### config.mk
export PLATFORM = sky130hd
export DESIGN_NAME = desc_skip_ctrl
export DESIGN_NICKNAME = d
export VERILOG_FILES = /design/src/rtl/desc_skip_pkg.sv /design/src/rtl/desc_skip_hist.sv /design/src/rtl/desc_skip_cmp.sv /design/src/rtl/desc_skip_seq.sv /design/src/rtl/desc_skip_ctrl.sv
export SDC_FILE = /design/constraint.sdc
export NUM_CORES = 1
export LEC_CHECK = 0
export BUFFER_PORTS_ARGS = -buffer_cell sky130_fd_sc_hd__buf_2
export CAP_MARGIN = 25
export CORE_ASPECT_RATIO = 0.6
export CORE_UTILIZATION = 40
export CTS_BUF_LIST = sky130_fd_sc_hd__clkbuf_4 sky130_fd_sc_hd__clkbuf_8 sky130_fd_sc_hd__clkbuf_16
export DETAILED_ROUTE_END_ITERATION = 6
export SYNTH_ARGS = -nofsm -noshare
export SYNTH_HDL_FRONTEND = slang
export SYNTH_SLANG_ARGS = --single-unit
### constraint.sdc
create_clock -name clk -period 2.51 [get_ports clk]
set_input_delay 0.1255 -clock clk [delete_from_list [all_inputs] [get_ports clk]]
set_output_delay 0.1255 -clock clk [all_outputs]
set_load 0.02 [all_outputs]
### src/rtl/desc_skip_pkg.sv
package desc_skip_pkg;
  typedef enum logic [1:0] {
    MODE_NORMAL = 2'b00,
    MODE_REPEAT = 2'b01,
    MODE_BLOCK  = 2'b10,
    MODE_RSVD   = 2'b11
  } xfer_mode_e;

  typedef enum logic [1:0] {
    ST_IDLE  = 2'b00,
    ST_FETCH = 2'b01,
    ST_XFER  = 2'b10
  } seq_state_e;
endpackage

### src/rtl/desc_skip_hist.sv
module desc_skip_hist
  import desc_skip_pkg::*;
#(
  parameter int VEC_W = 8
) (
  input  logic             clk,
  input  logic             rst_n,
  input  logic             skip_en,
  input  logic             fetch_fire,
  input  logic [VEC_W-1:0] fetch_vec,
  input  logic             xfer_fire,
  input  logic             xfer_chain,
  input  logic [1:0]       xfer_mode,
  input  logic             xfer_cnt_zero,
  output logic             ret_valid,
  output logic [VEC_W-1:0] ret_vec,
  output logic             force_fetch
);
  // Counter exhaustion forces a reload in every mode except repeat,
  // where the counter reloads itself and the descriptor stays usable.
  logic exhausted;
  assign exhausted = xfer_cnt_zero && (xfer_mode != MODE_REPEAT);

  always_ff @(posedge clk or negedge rst_n) begin
    if (!rst_n) begin
      ret_valid <= 1'b0;
    end else if (!skip_en) begin
      ret_valid <= 1'b0;
    end else if (fetch_fire) begin
      ret_valid <= 1'b1;
    end
  end

  always_ff @(posedge clk or negedge rst_n) begin
    if (!rst_n) begin
      ret_vec <= '0;
    end else if (fetch_fire) begin
      ret_vec <= fetch_vec;
    end
  end

  always_ff @(posedge clk or negedge rst_n) begin
    if (!rst_n) begin
      force_fetch <= 1'b0;
    end else if (xfer_fire) begin
      force_fetch <= xfer_chain || exhausted;
    end
  end
endmodule

### src/rtl/desc_skip_cmp.sv
module desc_skip_cmp #(
  parameter int VEC_W = 8
) (
  input  logic             skip_en,
  input  logic             ret_valid,
  input  logic [VEC_W-1:0] ret_vec,
  input  logic             force_fetch,
  input  logic [VEC_W-1:0] req_vec,
  output logic             need_fetch
);
  logic vec_hit;

  always_comb begin
    vec_hit    = ret_valid && (ret_vec == req_vec);
    need_fetch = !(skip_en && vec_hit && !force_fetch);
  end
endmodule

### src/rtl/desc_skip_seq.sv
module desc_skip_seq
  import desc_skip_pkg::*;
#(
  parameter int VEC_W = 8
) (
  input  logic             clk,
  input  logic             rst_n,
  input  logic             req_valid,
  input  logic [VEC_W-1:0] req_vec,
  input  logic             need_fetch,
  input  logic             fetch_done,
  input  logic             xfer_done,
  output logic             req_ready,
  output logic             accept,
  output logic             dec_valid,
  output logic             dec_fetch,
  output logic [VEC_W-1:0] dec_vec,
  output logic             fetch_fire,
  output logic             xfer_fire
);
  seq_state_e state_q, state_d;

  assign req_ready  = (state_q == ST_IDLE);
  assign accept     = req_valid && req_ready;
  assign fetch_fire = (state_q == ST_FETCH) && fetch_done;
  assign xfer_fire  = (state_q == ST_XFER) && xfer_done;

  always_comb begin
    state_d = state_q;
    unique case (state_q)
      ST_IDLE:  if (accept) state_d = need_fetch ? ST_FETCH : ST_XFER;
      ST_FETCH: if (fetch_done) state_d = ST_XFER;
      ST_XFER:  if (xfer_done) state_d = ST_IDLE;
      default:  state_d = ST_IDLE;
    endcase
  end

  always_ff @(posedge clk or negedge rst_n) begin
    if (!rst_n) begin
      state_q   <= ST_IDLE;
      dec_valid <= 1'b0;
      dec_fetch <= 1'b0;
      dec_vec   <= '0;
    end else begin
      state_q   <= state_d;
      dec_valid <= accept;
      if (accept) begin
        dec_fetch <= need_fetch;
        dec_vec   <= req_vec;
      end
    end
  end
endmodule

### src/rtl/desc_skip_ctrl.sv
module desc_skip_ctrl #(
  parameter int VEC_W = 8
) (
  input  logic             clk,
  input  logic             rst_n,
  input  logic             skip_en,
  input  logic             req_valid,
  output logic             req_ready,
  input  logic [VEC_W-1:0] req_vec,
  output logic             dec_valid,
  output logic             dec_fetch,
  output logic [VEC_W-1:0] dec_vec,
  input  logic             fetch_done,
  input  logic             xfer_done,
  input  logic             xfer_chain,
  input  logic [1:0]       xfer_mode,
  input  logic             xfer_cnt_zero
);
  logic             ret_valid;
  logic [VEC_W-1:0] ret_vec;
  logic             force_fetch;
  logic             need_fetch;
  logic             accept;
  logic             fetch_fire;
  logic             xfer_fire;

  desc_skip_seq #(.VEC_W(VEC_W)) u_seq (
    .clk(clk), .rst_n(rst_n),
    .req_valid(req_valid), .req_vec(req_vec),
    .need_fetch(need_fetch),
    .fetch_done(fetch_done), .xfer_done(xfer_done),
    .req_ready(req_ready), .accept(accept),
    .dec_valid(dec_valid), .dec_fetch(dec_fetch), .dec_vec(dec_vec),
    .fetch_fire(fetch_fire), .xfer_fire(xfer_fire)
  );

  desc_skip_cmp #(.VEC_W(VEC_W)) u_cmp (
    .skip_en(skip_en), .ret_valid(ret_valid), .ret_vec(ret_vec),
    .force_fetch(force_fetch), .req_vec(req_vec),
    .need_fetch(need_fetch)
  );

  // The fetched vector is the one latched into dec_vec at acceptance.
  desc_skip_hist #(.VEC_W(VEC_W)) u_hist (
    .clk(clk), .rst_n(rst_n), .skip_en(skip_en),
    .fetch_fire(fetch_fire), .fetch_vec(dec_vec),
    .xfer_fire(xfer_fire), .xfer_chain(xfer_chain),
    .xfer_mode(xfer_mode), .xfer_cnt_zero(xfer_cnt_zero),
    .ret_valid(ret_valid), .ret_vec(ret_vec), .force_fetch(force_fetch)
  );
endmodule

==> metrics <==
run status finished, final reports clean; critical path peak fanout 13; met1 Usage GRT 0.200; pin count of the biggest net entering global routing 23; GR met3 Demand/Resource 0.0682; most common cell in the synthesized netlist dfrtp_1; setup ws final 1190 ps; Setup crit end kind flip-flop; Slew @ Worst Pin 482 ps; LEAKAGE 0.556 nW; drt pass-1 iters 3; vias in the first global route 554; total track usage 0.153; HPWL Detailed 1310 um; Final Slew Violations 0; vias per cell 4.81; Ports 29; leading cell types by count after synthesis dfrtp_1, mux2_2, xnor2_1; gate count after technology mapping 69; Worst-path clk slew 70 ps; clk_skew 2.68 ps; Total Neg Setup Slack 0 ps; DR WL/cell 13.1 um; FFs w/ async S/R, synth 1.00; port bufs 28; post-synthesis cell area 967 um^2; Slew HR 0.679; die width 65.5 um; via count 625; Area growth, synth to finish 22.5%; H-tree depth 1; Cell Pwr Density 1220 nW/um^2; Period minus WS final 1320 ps; fmax 758 MHz; Clk Latency, worst-skew pair 260 ps; critical path launch point type flip-flop; register area share after synthesis 0.569; Initial Utilization 0.434; post-place setup slack 1190 ps; Max Root-Sink Buffers 2; final hold violation count 0; DR iter-0 viols 7; hold_buf cts 1; CORE AREA 2230 um^2; top cell type's share of synthesized area 0.569; Die H 40.1 um; Main synth FF type dfrtp_1; clock root buffer clkbuf_8; global route overflow 0; Synth Register Bits 22; final setup vio count 0; GR Util met2 0.222; initial antenna violation count 0; total die area 2630 um^2; worst hold-check path type primary input to flip-flop; Syn Nets 87; post-route ant nets 0; Final GP Congestion 0.770; total of max-cap violations 0; CTS tree built; Worst R2R Setup Slack 1190 ps; CTS sink cnt 22; Worst VDD drop 0.649 mV; CTS buffer count 3; unique cell type count in the Yosys netlist 22; Synth area leaders dfrtp_1, mux2_2, mux2_4; drt drc 0; Yosys top cell by area dfrtp_1; GRT Max-Usage Layer met2; WS Path Type flip-flop to flip-flop; first-pass GRT wire length 2700 um; WL final 1710 um; Ant. Diodes 0; CP required 2660 ps; Final Cycle Share 0.526; share of cells above drive strength 1 0.510; RSZ-0062 raised after global routing no; cts repair resizes 0; Mean Syn Cell Area 14.0 um^2; number of enable flip-flop cells after synthesis 0; CP arrival 1470 ps; post-CTS setup buffers 0; standard-cell rows 13; nets@finish 120; Synth warnings 0
==> critical path, cell delays in order, from the launching register on <==
cell and delay (ps):
dfrtp_1 420, nor2_2 140, and2_4 280, mux2_2 360
==> cells in the final DEF, fill, tap and decap left out <==
cell           instances
dlygate4sd3_1          1
a21o_1                 1
mux2_4                 5
nand2b_1               1
buf_2                 28
o21ai_0                2
inv_1                  3
nor2_1                 1
nor2_2                 1
a21boi_0               1
xor2_1                 2
a21oi_1                2
and3b_1                1
xnor2_1                6
mux2_2                11
nor4_2                 1
nand2_1                2
and2_4                 1
nand4_1                1
clkbuf_8               3
nand3_1                2
dfrtp_1               22
nand3b_2               1
o32ai_1                1
==> path summary, 6_finish.rpt <==
path                                      end  depth (start not counted)               start
min in group asynchronous    u_seq.dec_vec[2]                          2               rst_n
setup reg to reg             u_seq.dec_vec[7]                          3    u_seq.state_q[0]
hold reg to reg            u_hist.force_fetch                          2  u_hist.force_fetch
max in group asynchronous     u_seq.dec_fetch                          2               rst_n
setup / recovery             u_seq.dec_vec[7]                          3    u_seq.state_q[0]
hold / removal               u_seq.state_q[0]                          2          fetch_done
==> kinds of logic (layout without fill, tap and decap cells) <==
group | Yosys count | in the layout | share of synthesized area
AND/OR/NAND/NOR | 12 | 12 | 0.0841
buffers and inverters | 4 | 35 | 0.0233
AO/OA/AOI/OAI | 7 | 7 | 0.0453
XOR/XNOR | 8 | 8 | 0.0724
flip-flops | 22 | 22 | 0.569
multiplexers | 16 | 16 | 0.206
==> flip-flops by register name, indices dropped and copies added, names as in the netlist <==
signal,count
u_hist.force_fetch,1
u_hist.ret_valid,1
u_hist.ret_vec,8
u_seq.dec_fetch,1
u_seq.dec_valid,1
u_seq.dec_vec,8
u_seq.state_q,2
==> metrics by stage <==
step	utilization	power, W	cells	area, um^2	hold WS (ps)
3_5_place_dp	0.509	0.00125	126	1130	116
2_1_floorplan	-	0.00108	69	967	-170
3_3_place_gp	0.509	0.00122	126	1130	112
4_1_cts	0.532	0.00146	130	1180	89.0
6_report	0.532	0.00144	130	1180	94.0
5_1_grt	0.532	0.00154	130	1180	86.9
==> where the power goes <==
part / switching [W] / internal [W]
registers: 0.000116 / 0.000522
clock network: 0.000104 / 0.000107
logic: 0.000284 / 0.000311
==> cell type report <==
cell class | instances | area (um^2)
Sequential cell | 22 | 551
Fill cell | 207 | 1040
Tap cell | 30 | 37.5
Clock buffer | 3 | 41.3
Timing Repair Buffer | 29 | 150
Multi-Input combinational cell | 43 | 394
Inverter | 3 | 11.3
==> metal layers <==
metal	vias up	routed length (um)
li1	303	-
met1	294	834
met2	24	744
met3	4	108
met4	0	22
met5	-	0
(Power assumes the default switching activity.)
